==> config.mk <==
export PLATFORM = sky130hd
export DESIGN_NAME = mbox_irq_ctrl
export DESIGN_NICKNAME = d
export VERILOG_FILES = /design/src/rtl/mbox_pkg.sv /design/src/rtl/mbox_rst_sync.sv /design/src/rtl/mbox_port_decode.sv /design/src/rtl/mbox_irq_flag.sv /design/src/rtl/mbox_irq_ctrl.sv
export SDC_FILE = /design/constraint.sdc
export NUM_CORES = 1
export LEC_CHECK = 0
export ABC_AREA = 1
export BUFFER_PORTS_ARGS = -buffer_cell sky130_fd_sc_hd__buf_2
export CAP_MARGIN = 40
export CORE_AREA = 5 5 42 44
export CTS_CLUSTER_SIZE = 25
export DETAILED_ROUTE_END_ITERATION = 8
export DIE_AREA = 0 0 47 49
export MAX_ROUTING_LAYER = met4
export PLACE_DENSITY = 0.61
export SETUP_SLACK_MARGIN = 0.3
export SLEW_MARGIN = 20
export SYNTH_ARGS = -nofsm -noshare
export SYNTH_HDL_FRONTEND = slang
export SYNTH_HIERARCHICAL = 1
export SYNTH_SLANG_ARGS = --single-unit
export TNS_END_PERCENT = 50
==> constraint.sdc <==
create_clock -name clk -period 0.9 [get_ports clk]
set_input_delay 0.135 -clock clk [delete_from_list [all_inputs] [get_ports clk]]
set_output_delay 0.135 -clock clk [all_outputs]
set_load 0.05 [all_outputs]
==> src/rtl/mbox_pkg.sv <==
package mbox_pkg;
  localparam int NPORT = 2;
  localparam int LEFT  = 0;
  localparam int RIGHT = 1;

  typedef struct packed {
    logic en_n;
    logic oe_n;
    logic we_n;
    logic busy_n;
  } port_ctl_t;
endpackage

==> src/rtl/mbox_rst_sync.sv <==
module mbox_rst_sync #(
  parameter int STAGES = 2
) (
  input  logic clk,
  input  logic rst_n,
  output logic rst_sync_n
);
  localparam int MSB = STAGES - 1;

  logic [MSB:0] sync_q;
  logic [MSB:0] sync_d;

  always_comb begin
    sync_d = {sync_q[MSB-1:0], 1'b1};
  end

  always_ff @(posedge clk or negedge rst_n) begin
    if (!rst_n) sync_q <= '0;
    else        sync_q <= sync_d;
  end

  assign rst_sync_n = sync_q[MSB];
endmodule

==> src/rtl/mbox_port_decode.sv <==
module mbox_port_decode
  import mbox_pkg::*;
#(
  parameter int             AW        = 12,
  parameter logic [AW-1:0]  OWN_ADDR  = '1,
  parameter logic [AW-1:0]  PEER_ADDR = '1
) (
  input  port_ctl_t        ctl_i,
  input  logic [AW-1:0]    addr_i,
  output logic             wr_peer_o,
  output logic             rd_own_o
);
  logic sel;
  logic hit_own;
  logic hit_peer;

  always_comb begin
    sel       = !ctl_i.en_n;
    hit_own   = (addr_i == OWN_ADDR);
    hit_peer  = (addr_i == PEER_ADDR);
    wr_peer_o = sel && !ctl_i.we_n && hit_peer && ctl_i.busy_n;
    rd_own_o  = sel && !ctl_i.oe_n && hit_own;
  end
endmodule

==> src/rtl/mbox_irq_flag.sv <==
module mbox_irq_flag (
  input  logic clk,
  input  logic rst_n,
  input  logic set_i,
  input  logic clr_i,
  output logic irq_n_o
);
  logic flag_q;
  logic flag_d;
  logic flag_en;

  always_comb begin
    flag_en = set_i || clr_i;
    flag_d  = set_i;
  end

  always_ff @(posedge clk or negedge rst_n) begin
    if (!rst_n)       flag_q <= 1'b0;
    else if (flag_en) flag_q <= flag_d;
  end

  assign irq_n_o = !flag_q;


  set_wins_chk: assert property (@(posedge clk) disable iff (!rst_n)
    set_i |=> !irq_n_o);


  clear_takes_chk: assert property (@(posedge clk) disable iff (!rst_n)
    (clr_i && !set_i) |=> irq_n_o);


  idle_hold_chk: assert property (@(posedge clk) disable iff (!rst_n)
    (!set_i && !clr_i) |=> $stable(irq_n_o));
endmodule

==> src/rtl/mbox_irq_ctrl.sv <==
module mbox_irq_ctrl
  import mbox_pkg::*;
#(
  parameter int AW        = 12,
  parameter int RST_STAGE = 2
) (
  input  logic          clk,
  input  logic          rst_n,
  input  logic          l_en_n,
  input  logic          l_oe_n,
  input  logic          l_we_n,
  input  logic [AW-1:0] l_addr,
  input  logic          l_busy_n,
  output logic          l_irq_n,
  input  logic          r_en_n,
  input  logic          r_oe_n,
  input  logic          r_we_n,
  input  logic [AW-1:0] r_addr,
  input  logic          r_busy_n,
  output logic          r_irq_n
);
  localparam logic [AW-1:0] TOP_ADDR = '1;
  localparam logic [AW-1:0] BOX_L    = TOP_ADDR - AW'(1);
  localparam logic [AW-1:0] BOX_R    = TOP_ADDR;

  logic            rst_sync_n;
  port_ctl_t       ctl   [NPORT];
  logic [AW-1:0]   addr  [NPORT];
  logic [NPORT-1:0] wr_peer;
  logic [NPORT-1:0] rd_own;
  logic [NPORT-1:0] irq_n;

  mbox_rst_sync #(.STAGES(RST_STAGE)) u_rst (
    .clk        (clk),
    .rst_n      (rst_n),
    .rst_sync_n (rst_sync_n)
  );

  always_comb begin
    ctl[LEFT]   = '{en_n: l_en_n, oe_n: l_oe_n, we_n: l_we_n, busy_n: l_busy_n};
    ctl[RIGHT]  = '{en_n: r_en_n, oe_n: r_oe_n, we_n: r_we_n, busy_n: r_busy_n};
    addr[LEFT]  = l_addr;
    addr[RIGHT] = r_addr;
  end

  for (genvar p = 0; p < NPORT; p++) begin : g_port
    localparam logic [AW-1:0] OWN  = (p == LEFT) ? BOX_L : BOX_R;
    localparam logic [AW-1:0] PEER = (p == LEFT) ? BOX_R : BOX_L;

    mbox_port_decode #(.AW(AW), .OWN_ADDR(OWN), .PEER_ADDR(PEER)) u_dec (
      .ctl_i     (ctl[p]),
      .addr_i    (addr[p]),
      .wr_peer_o (wr_peer[p]),
      .rd_own_o  (rd_own[p])
    );

    mbox_irq_flag u_flag (
      .clk     (clk),
      .rst_n   (rst_sync_n),
      .set_i   (wr_peer[NPORT-1-p]),
      .clr_i   (rd_own[p]),
      .irq_n_o (irq_n[p])
    );
  end

  assign l_irq_n = irq_n[LEFT];
  assign r_irq_n = irq_n[RIGHT];


  reset_idle_chk: assert property (@(posedge clk)
    !rst_sync_n |-> (l_irq_n && r_irq_n));


  l_set_cause_chk: assert property (@(posedge clk) disable iff (!rst_sync_n)
    $fell(l_irq_n) |-> $past(!r_en_n && !r_we_n && r_addr == BOX_L && r_busy_n));


  r_set_cause_chk: assert property (@(posedge clk) disable iff (!rst_sync_n)
    $fell(r_irq_n) |-> $past(!l_en_n && !l_we_n && l_addr == BOX_R && l_busy_n));
endmodule

==> results of run 1 <==
[where the power goes]
group / total (W) / switching (W) / leakage, nW / internal, W
logic: 0.000110 / 0.0000422 / 0.281 / 0.0000675
clock network: 0.000212 / 0.0000635 / 0.0138 / 0.000149
registers: 0.000188 / 0.00000219 / 0.0513 / 0.000186
[logic make-up (layout without fill, tap and decap cells)]
family	Yosys count	count (layout)	share of synthesized area, %
AND/OR/NAND/NOR	40	40	48.2
other	1	1	1.18
flip-flops	4	4	31.6
buffers and inverters	16	55	19.0
[flip-flops by register name, indices dropped and copies added, names as in the netlist]
name	cells
g_port.u_flag/flag_q	2
u_rst/sync_q	2
[what timing repair did]
action / 4_1_cts / 5_1_grt
endpoints found under the setup margin: 4 / 4
pin swaps: 2 / 2
hold buffers: 1 / 0
resized for setup: 4 / 0
endpoints found under the hold margin: 2 / 0
[cell usage in the layout, fill, tap and decap left out, drive strengths merged]
cell and instances:
dlygate4sd3 1, inv 14, clkinvlp 2, nand2 23, dfrtp 4, buf 35
nand3 2, conb 1, nor2 15, clkbuf 3
[area by class of cell]
cell class	instances	area, um2
well taps	16	20.0
clock buffers	3	22.5
multi-input cells	41	156
flip-flops and latches	4	100
repair buffers	36	198
inverters	16	67.6
fillers	164	837
[metal layers]
| metal | wire length (um) | up-vias | share of wire, % | track usage, % |
|---|---|---|---|---|
| met3 | 143 | 0 | 17 | 3.69 |
| met2 | 403 | 22 | 48 | 12.9 |
| li1 | - | 246 | - | - |
| met5 | 0 | - | 0 | - |
| met1 | 290 | 166 | 35 | 6.21 |
| met4 | 0 | 0 | 0 | 2.76 |
[worst max-delay path by stage]
stage | from | end
after floorplan | g_port[0].u_flag/flag_q$_DFFE_PN0P_ | l_irq_n
after global placement | g_port[1].u_flag/flag_q$_DFFE_PN0P_ | r_irq_n
after detailed placement | g_port[1].u_flag/flag_q$_DFFE_PN0P_ | r_irq_n
after CTS | g_port[1].u_flag/flag_q$_DFFE_PN0P_ | r_irq_n
after global routing | g_port[1].u_flag/flag_q$_DFFE_PN0P_ | r_irq_n
final | g_port[1].u_flag/flag_q$_DFFE_PN0P_ | r_irq_n
[metrics by stage]
stage	total power, W	hold WS (ps)	instances
detailed placement	0.000298	-75.1	112
floorplan	0.000223	-161	61
global route	0.000560	26.0	116
finish	0.000510	16.4	116
global placement	0.000295	-77.9	112
CTS	0.000519	20.1	116
[critical path: stages (launching register included)]
cell and delay [ps]:
sky130_fd_sc_hd__dfrtp_1 380, sky130_fd_sc_hd__clkinvlp_4 100, sky130_fd_sc_hd__buf_6 150
==> metrics list, run 1 <==
* Run status: finished with violations
- The final reports fail on negative setup slack.
- Between clock sinks in the finished design, the worst skew comes to between 2 and 3 ps.
- Entering global routing, the biggest net connects 3 pins.
- Layout cells sized above 1: about two fifths
* Post-synthesis cell count: 61
- Setup slack of the critical path after layout: -95.3 ps
- Across the run, the number of max-cap violations was 0.
- Setup slack on the worst reg-to-reg path comes out at between 200 and 300 ps.
* Library cell used as clock root buffer: sky130_fd_sc_hd__clkbuf_4
- IR analysis of the VDD net gives a maximum drop of slightly above 1000 uV.
- PD cells: 903 nW/um2
- The critical path is of the reg2out type.
- The wire-length estimate of the detail-placed layout is between 700 and 800 um.
- The detailed router finished its first iteration with 0 violations.
- STA classifies the critical path endpoint as a primary output.
- Max Slew Vio Count: 0
* Category of the worst setup path launch point: flip-flop
- The worst hold path belongs to the class reg2async.
- Start of the worst register-to-register path: g_port[0].u_flag/flag_q$_DFFE_PN0P_
- The count of buffers added on input and output ports is 35.
- Initial standard-cell utilization of the core: between 20% and 30%
* Capturing point of the worst reg2reg path: g_port[0].u_flag/flag_q$_DFFE_PN0P_
* Number of vias after detailed routing: 434
- Die Outline Area: roughly 2300 um2
* Leading cell types by total area after synthesis: sky130_fd_sc_hd__dfrtp_1, sky130_fd_sc_hd__nand2_1, sky130_fd_sc_hd__inv_1
- Clock Latency Late Sink: approximately 230 ps
- For this run, the total global-route usage over all layers was measured as under 10%.
- Antenna violations before repair: 0
- H-tree depth: 1
* Horiz. Die Dim: around 47 um
- Hold violation count in the final report: 0
- Register area share after synthesis: a little under a third
- Dividing the detail-routed via count by the number of cells gives ~3.7.
- At the placement stage, the worst setup path has a slack of between 60 and 70 ps.
* Most frequent cell after synthesis: sky130_fd_sc_hd__nand2_1
* Clock Tree Buf Depth: 2
- The most used flip-flop cell after synthesis is sky130_fd_sc_hd__dfrtp_1.
- By count the netlist is led by sky130_fd_sc_hd__nand2_1, sky130_fd_sc_hd__inv_1, sky130_fd_sc_hd__nor2_1.
* Cell depth of the worst flop-to-flop path: 2
* Data arrival, critical path: ~860 ps
* Area grow syn2layout: 78.3%
- Mean instance size in the synthesized netlist: between 5 and 6 um2
- Router iterations before antenna repair: 1
- Cell Area, Synth: approximately 320 um2
* Total negative slack: -172 ps
* Routed wire per std cell: roughly 7.2 um
- Global routing finished with a remaining overflow of 0.
- Clock-pin slew of the registers on the worst-case setup and hold paths: about 40 ps
* Number of global-route vias before repair: around 400
- Wire length after detailed routing: 838 um
- The clock net in this run drives a total of 4 sinks.
* Finish-stage setup viols: 2
- After layout, the minimum clock period comes to ~1000 ps.
- Required @ worst endpoint: around 760 ps
* Buffer count from post-CTS setup fixing: 0
* Total DRC errors in the routed layout: 0
* Std-Cell Rows: 14
- Post-synthesis net count: 95
- Counting flops with a built-in enable in the synthesized netlist gives 0.
- Ant. Diodes: 0
- Period utilisation layout: 111%
* Area fraction of the dominant cell type after synthesis: 31.6%
- Leak: around 0.35 nW
- TritonCTS created 3 clock buffers.
- With fillers left out, the area of the finished cells amounts to 564 um2.
- After synthesis the netlist holds a flip-flop and latch count of 4.
- Warnings from Yosys: 6
- TritonCTS built the clock tree.
- Unrepaired setup endpoints after global routing: yes
* Number of routed nets with antenna violations: 0
- Top Ports: 36
- In this run the worst path has a maximum fanout of 2.
- For this run, the post-layout net count is 136.
- Finished Core Util: 40.3%
- Measured along the y axis, the die boundary spans slightly below 50 um.
- Post-synthesis cell type count: 6
- Global-route wire length before repair: approximately 1200 um
- Static timing analysis puts the maximum clock frequency at 1000 MHz.
- Of all cell types, the one taking the most synthesized area is sky130_fd_sc_hd__dfrtp_1.
- Last weighted congestion value of the routability-driven placer: between 0.6 and 0.7
- The placed instances occupy a cell area of 519 um2.
- The floorplan step defined a core boundary enclosing ~1400 um2.
- Of all flip-flops after synthesis, the portion carrying an async set or reset was 100%.
Power figures use the tool's default switching activity.
==> run 2: changes to the inputs <==
--- a/config.mk
+++ b/config.mk
@@ -8,12 +8,15 @@
 export ABC_AREA = 1
 export BUFFER_PORTS_ARGS = -buffer_cell sky130_fd_sc_hd__buf_2
 export CAP_MARGIN = 40
-export CORE_AREA = 5 5 42 44
+export CELL_PAD_IN_SITES_DETAIL_PLACEMENT = 1
+export CELL_PAD_IN_SITES_GLOBAL_PLACEMENT = 1
+export CORE_MARGIN = 5
+export CORE_UTILIZATION = 19
 export CTS_CLUSTER_SIZE = 25
 export DETAILED_ROUTE_END_ITERATION = 8
-export DIE_AREA = 0 0 47 49
 export MAX_ROUTING_LAYER = met4
-export PLACE_DENSITY = 0.61
+export PLACE_DENSITY = 0.81
+export RECOVER_POWER = 25
 export SETUP_SLACK_MARGIN = 0.3
 export SLEW_MARGIN = 20
 export SYNTH_ARGS = -nofsm -noshare
==> run 2 against run 1 <==
  * Critical path depth is the same
  * Highest routed layer unchanged
  * Fmax up 0.85%
  * The run still ends with negative setup slack left
  * Wire length increased by 15%
  * Flip-flop and latch count unchanged
  * Clock-buffer cell count stayed put
  * Via count grew 7.1%
  * Cell count stayed put
==> metrics list, run 2 (synthesis gave the netlist of run 1 again) <==
- Run status: finished with violations (unchanged).
- Failing checks: negative setup slack (unchanged)
- The cell area reported after detailed placement came to 519 um2 (unchanged).
* Power, Total: 0.000513 W (was 0.000510 W)
* Finished Core Util: 36.6% (was 40.3%)
- Clock Latency Late Sink: 230 ps (about the same)
* Hold violation count in the final report: 0 (unchanged)
- The number of global-route vias before repair was 428 (was 402).
* Std-Cell Rows: 14 (unchanged)
* Clock Tree Buf Depth: 2 (unchanged)
* Period utilisation layout: 110% (was 111%)
- The number of buffers created by CTS came to 3 (unchanged).
- Most used routing layer: met2 (unchanged)
- Leak: 0.346 nW (about the same)
- Total area of sequential cells: 100 um2 (unchanged)
- PD cells: 910 nW/um2 (was 903 nW/um2)
- The number of setup violations in the final report came to 2 (unchanged).
* Multi-input combinational cell area: 156 um2 (unchanged)
- The root buffer selected by CTS is sky130_fd_sc_hd__clkbuf_4 (unchanged).
* Antenna violations before repair: 0 (unchanged)
- The number of vias after detailed routing came to 465 (was 434).
* Max Slew Vio Count: 0 (unchanged)
- CP endpoint kind: primary output (unchanged)
- Post-route minimum period: 987 ps (was 995 ps)
- Clock Sink Count: 4 (unchanged)
* H-tree depth: 1 (unchanged)
- The area of the die was 2580 um2 (was 2300 um2).
* Half-perimeter wire length after placement: 911 um (was 768 um)
- The CTS tree was built (unchanged).
- The final design instance area without fill is 564 um2 (unchanged).
* Data arrival, critical path: 850 ps (was 860 ps)
- The worst setup skew after layout is 1.30 ps (was 2.65 ps).
- Leading cell type in the layout, fill and taps excluded: sky130_fd_sc_hd__buf_2 (unchanged)
* Clock-pin slew of the registers on the worst-case setup and hold paths: 40 ps (about the same)
* Largest net degree at the start of global routing: 3 (unchanged)
- Initial standard-cell utilization of the core: 20.5% (was 22.6%)
- The final hold slack came to 19.3 ps (was 16.4 ps).
- Last weighted congestion value of the routability-driven placer: 0.641 (was 0.657)
- The path category of the worst min-delay check was reg2async (unchanged).
* Layout cells sized above 1: 40.0% (unchanged)
- The count of port buffers added during placement was 35 (unchanged).
* Met2 usage in global routing: 12.0% (was 12.9%)
* GRT Util Overall: 7.99% (was 7.31%)
* Remaining global-route overflow: 0 (unchanged)
- The count of unresolved DRC violations after routing was 0 (unchanged).
- Category of the worst setup path launch point: flip-flop (unchanged)
- Net count of the finished layout: 136 (unchanged)
- Height of the die: 50.8 um (was 49 um)
* Unrepaired setup endpoints after global routing: yes (unchanged)
- Met3 global-route usage: 5.52% (was 3.69%)
- Leading cell types in the layout, fill and taps excluded: sky130_fd_sc_hd__buf_2, sky130_fd_sc_hd__nand2_1, sky130_fd_sc_hd__nor2_1 (unchanged)
- The required time at the endpoint of the critical path is 760 ps (about the same).
* Horiz. Die Dim: 50.8 um (was 47 um)
- Peak Freq: 1010 MHz (was 1000 MHz)
* Fill cell instance count of the final layout: 225 (was 164)
* Vias per cell: 4.01 (was 3.74)
- Setup slack of the critical path after layout: -86.9 ps (was -95.3 ps)
- Largest registers ranked by flip-flop count: g_port.u_flag/flag_q: 2 flops, u_rst/sync_q: 2 flops (unchanged)
- Maximum vdd drop: 604 uV (was 1020 uV)
- The global-route wire length before repair came to 1620 um (was 1240 um).
* Wire length after detailed routing: 961 um (was 838 um)
- Router iterations before antenna repair: 1 (unchanged)
* Max Cap Violations: 0 (unchanged)
- Ant. Diodes: 0 (unchanged)
- The I/O pin total was 36 (unchanged).
* Number of routed nets with antenna violations: 0 (unchanged)
* Worst setup path category: reg2out (unchanged)
- Area grow syn2layout: 78.3% (unchanged)
* Drt first-iter violations: 0 (unchanged)
* Std-Cell Core Area: 1540 um2 (was 1400 um2)
* Highest fanout seen on the critical path: 2 (unchanged)
- The wire length per cell after detailed routing was 8.28 um (was 7.22 um).
* Met1 routing resource usage after global routing: 9.38% (was 6.21%)
-- run 2: cell counts in the layout (fill, tap and decap cells not counted) --
No cell type changed its count.
-- run 2: per-layer routing --
metal / vias up / share of wire (%)
met4: 0 / 0
met5: - / 0
met2: 29 / 44
li1: 246 / -
met3: 0 / 19
met1: 190 / 37
-- run 2: where the power goes --
| part | switching, W | internal, W |
|---|---|---|
| Clock | 0.0000649 | 0.000149 |
| Sequential | 0.00000243 | 0.000186 |
| Combinational | 0.0000440 | 0.0000676 |
| Total | 0.000111 | 0.000402 |
-- run 2: final cells by class --
| cell class | count | share of cell area (%) |
|---|---|---|
| Timing Repair Buffer | 36 | 35.0 |
| Multi-Input combinational cell | 41 | 27.7 |
| Sequential cell | 4 | 17.7 |
| Clock buffer | 3 | 3.99 |
| Inverter | 16 | 12.0 |
| Tap cell | 16 | 3.55 |
-- run 2: worst paths after layout --
path,from,to,slack [ps],cells after the start
min in group clk,l_oe_n,g_port[0].u_flag/flag_q$_DFFE_PN0P_,280,7
max in group asynchronous,rst_n,u_rst/sync_q[1]$_DFF_PN0_,590,2
setup / recovery,g_port[1].u_flag/flag_q$_DFFE_PN0P_,r_irq_n,-90,2
hold reg to reg,u_rst/sync_q[1]$_DFF_PN0_,g_port[0].u_flag/flag_q$_DFFE_PN0P_,20,0
setup reg to reg,g_port[0].u_flag/flag_q$_DFFE_PN0P_,g_port[0].u_flag/flag_q$_DFFE_PN0P_,280,2
hold / removal,u_rst/sync_q[1]$_DFF_PN0_,g_port[0].u_flag/flag_q$_DFFE_PN0P_,20,0
-- run 2: repair_timing --
action / CTS / global route
hold buffers: 1 / 0
setup endpoints to repair: 4 / 4
endpoints found under the hold margin: 2 / 0
pin swaps: 4 / 2
buffers inserted: 0 / 0
resized for setup: 4 / 0
-- run 2: worst max-delay path, cell delays in order (launching register included) --
cell	delay (ps)
sky130_fd_sc_hd__dfrtp_1	380
sky130_fd_sc_hd__clkinvlp_4	100
sky130_fd_sc_hd__buf_6	150
-- run 2: stage by stage --
stage | TNS [ps] | std cells | worst slack, ps
detailed placement | 0 | 112 | 62.0
finish | -169 | 116 | -86.9
floorplan | 0 | 61 | 154
global placement | 0 | 112 | 72.0
global route | -250 | 116 | -133
CTS | -193 | 116 | -100
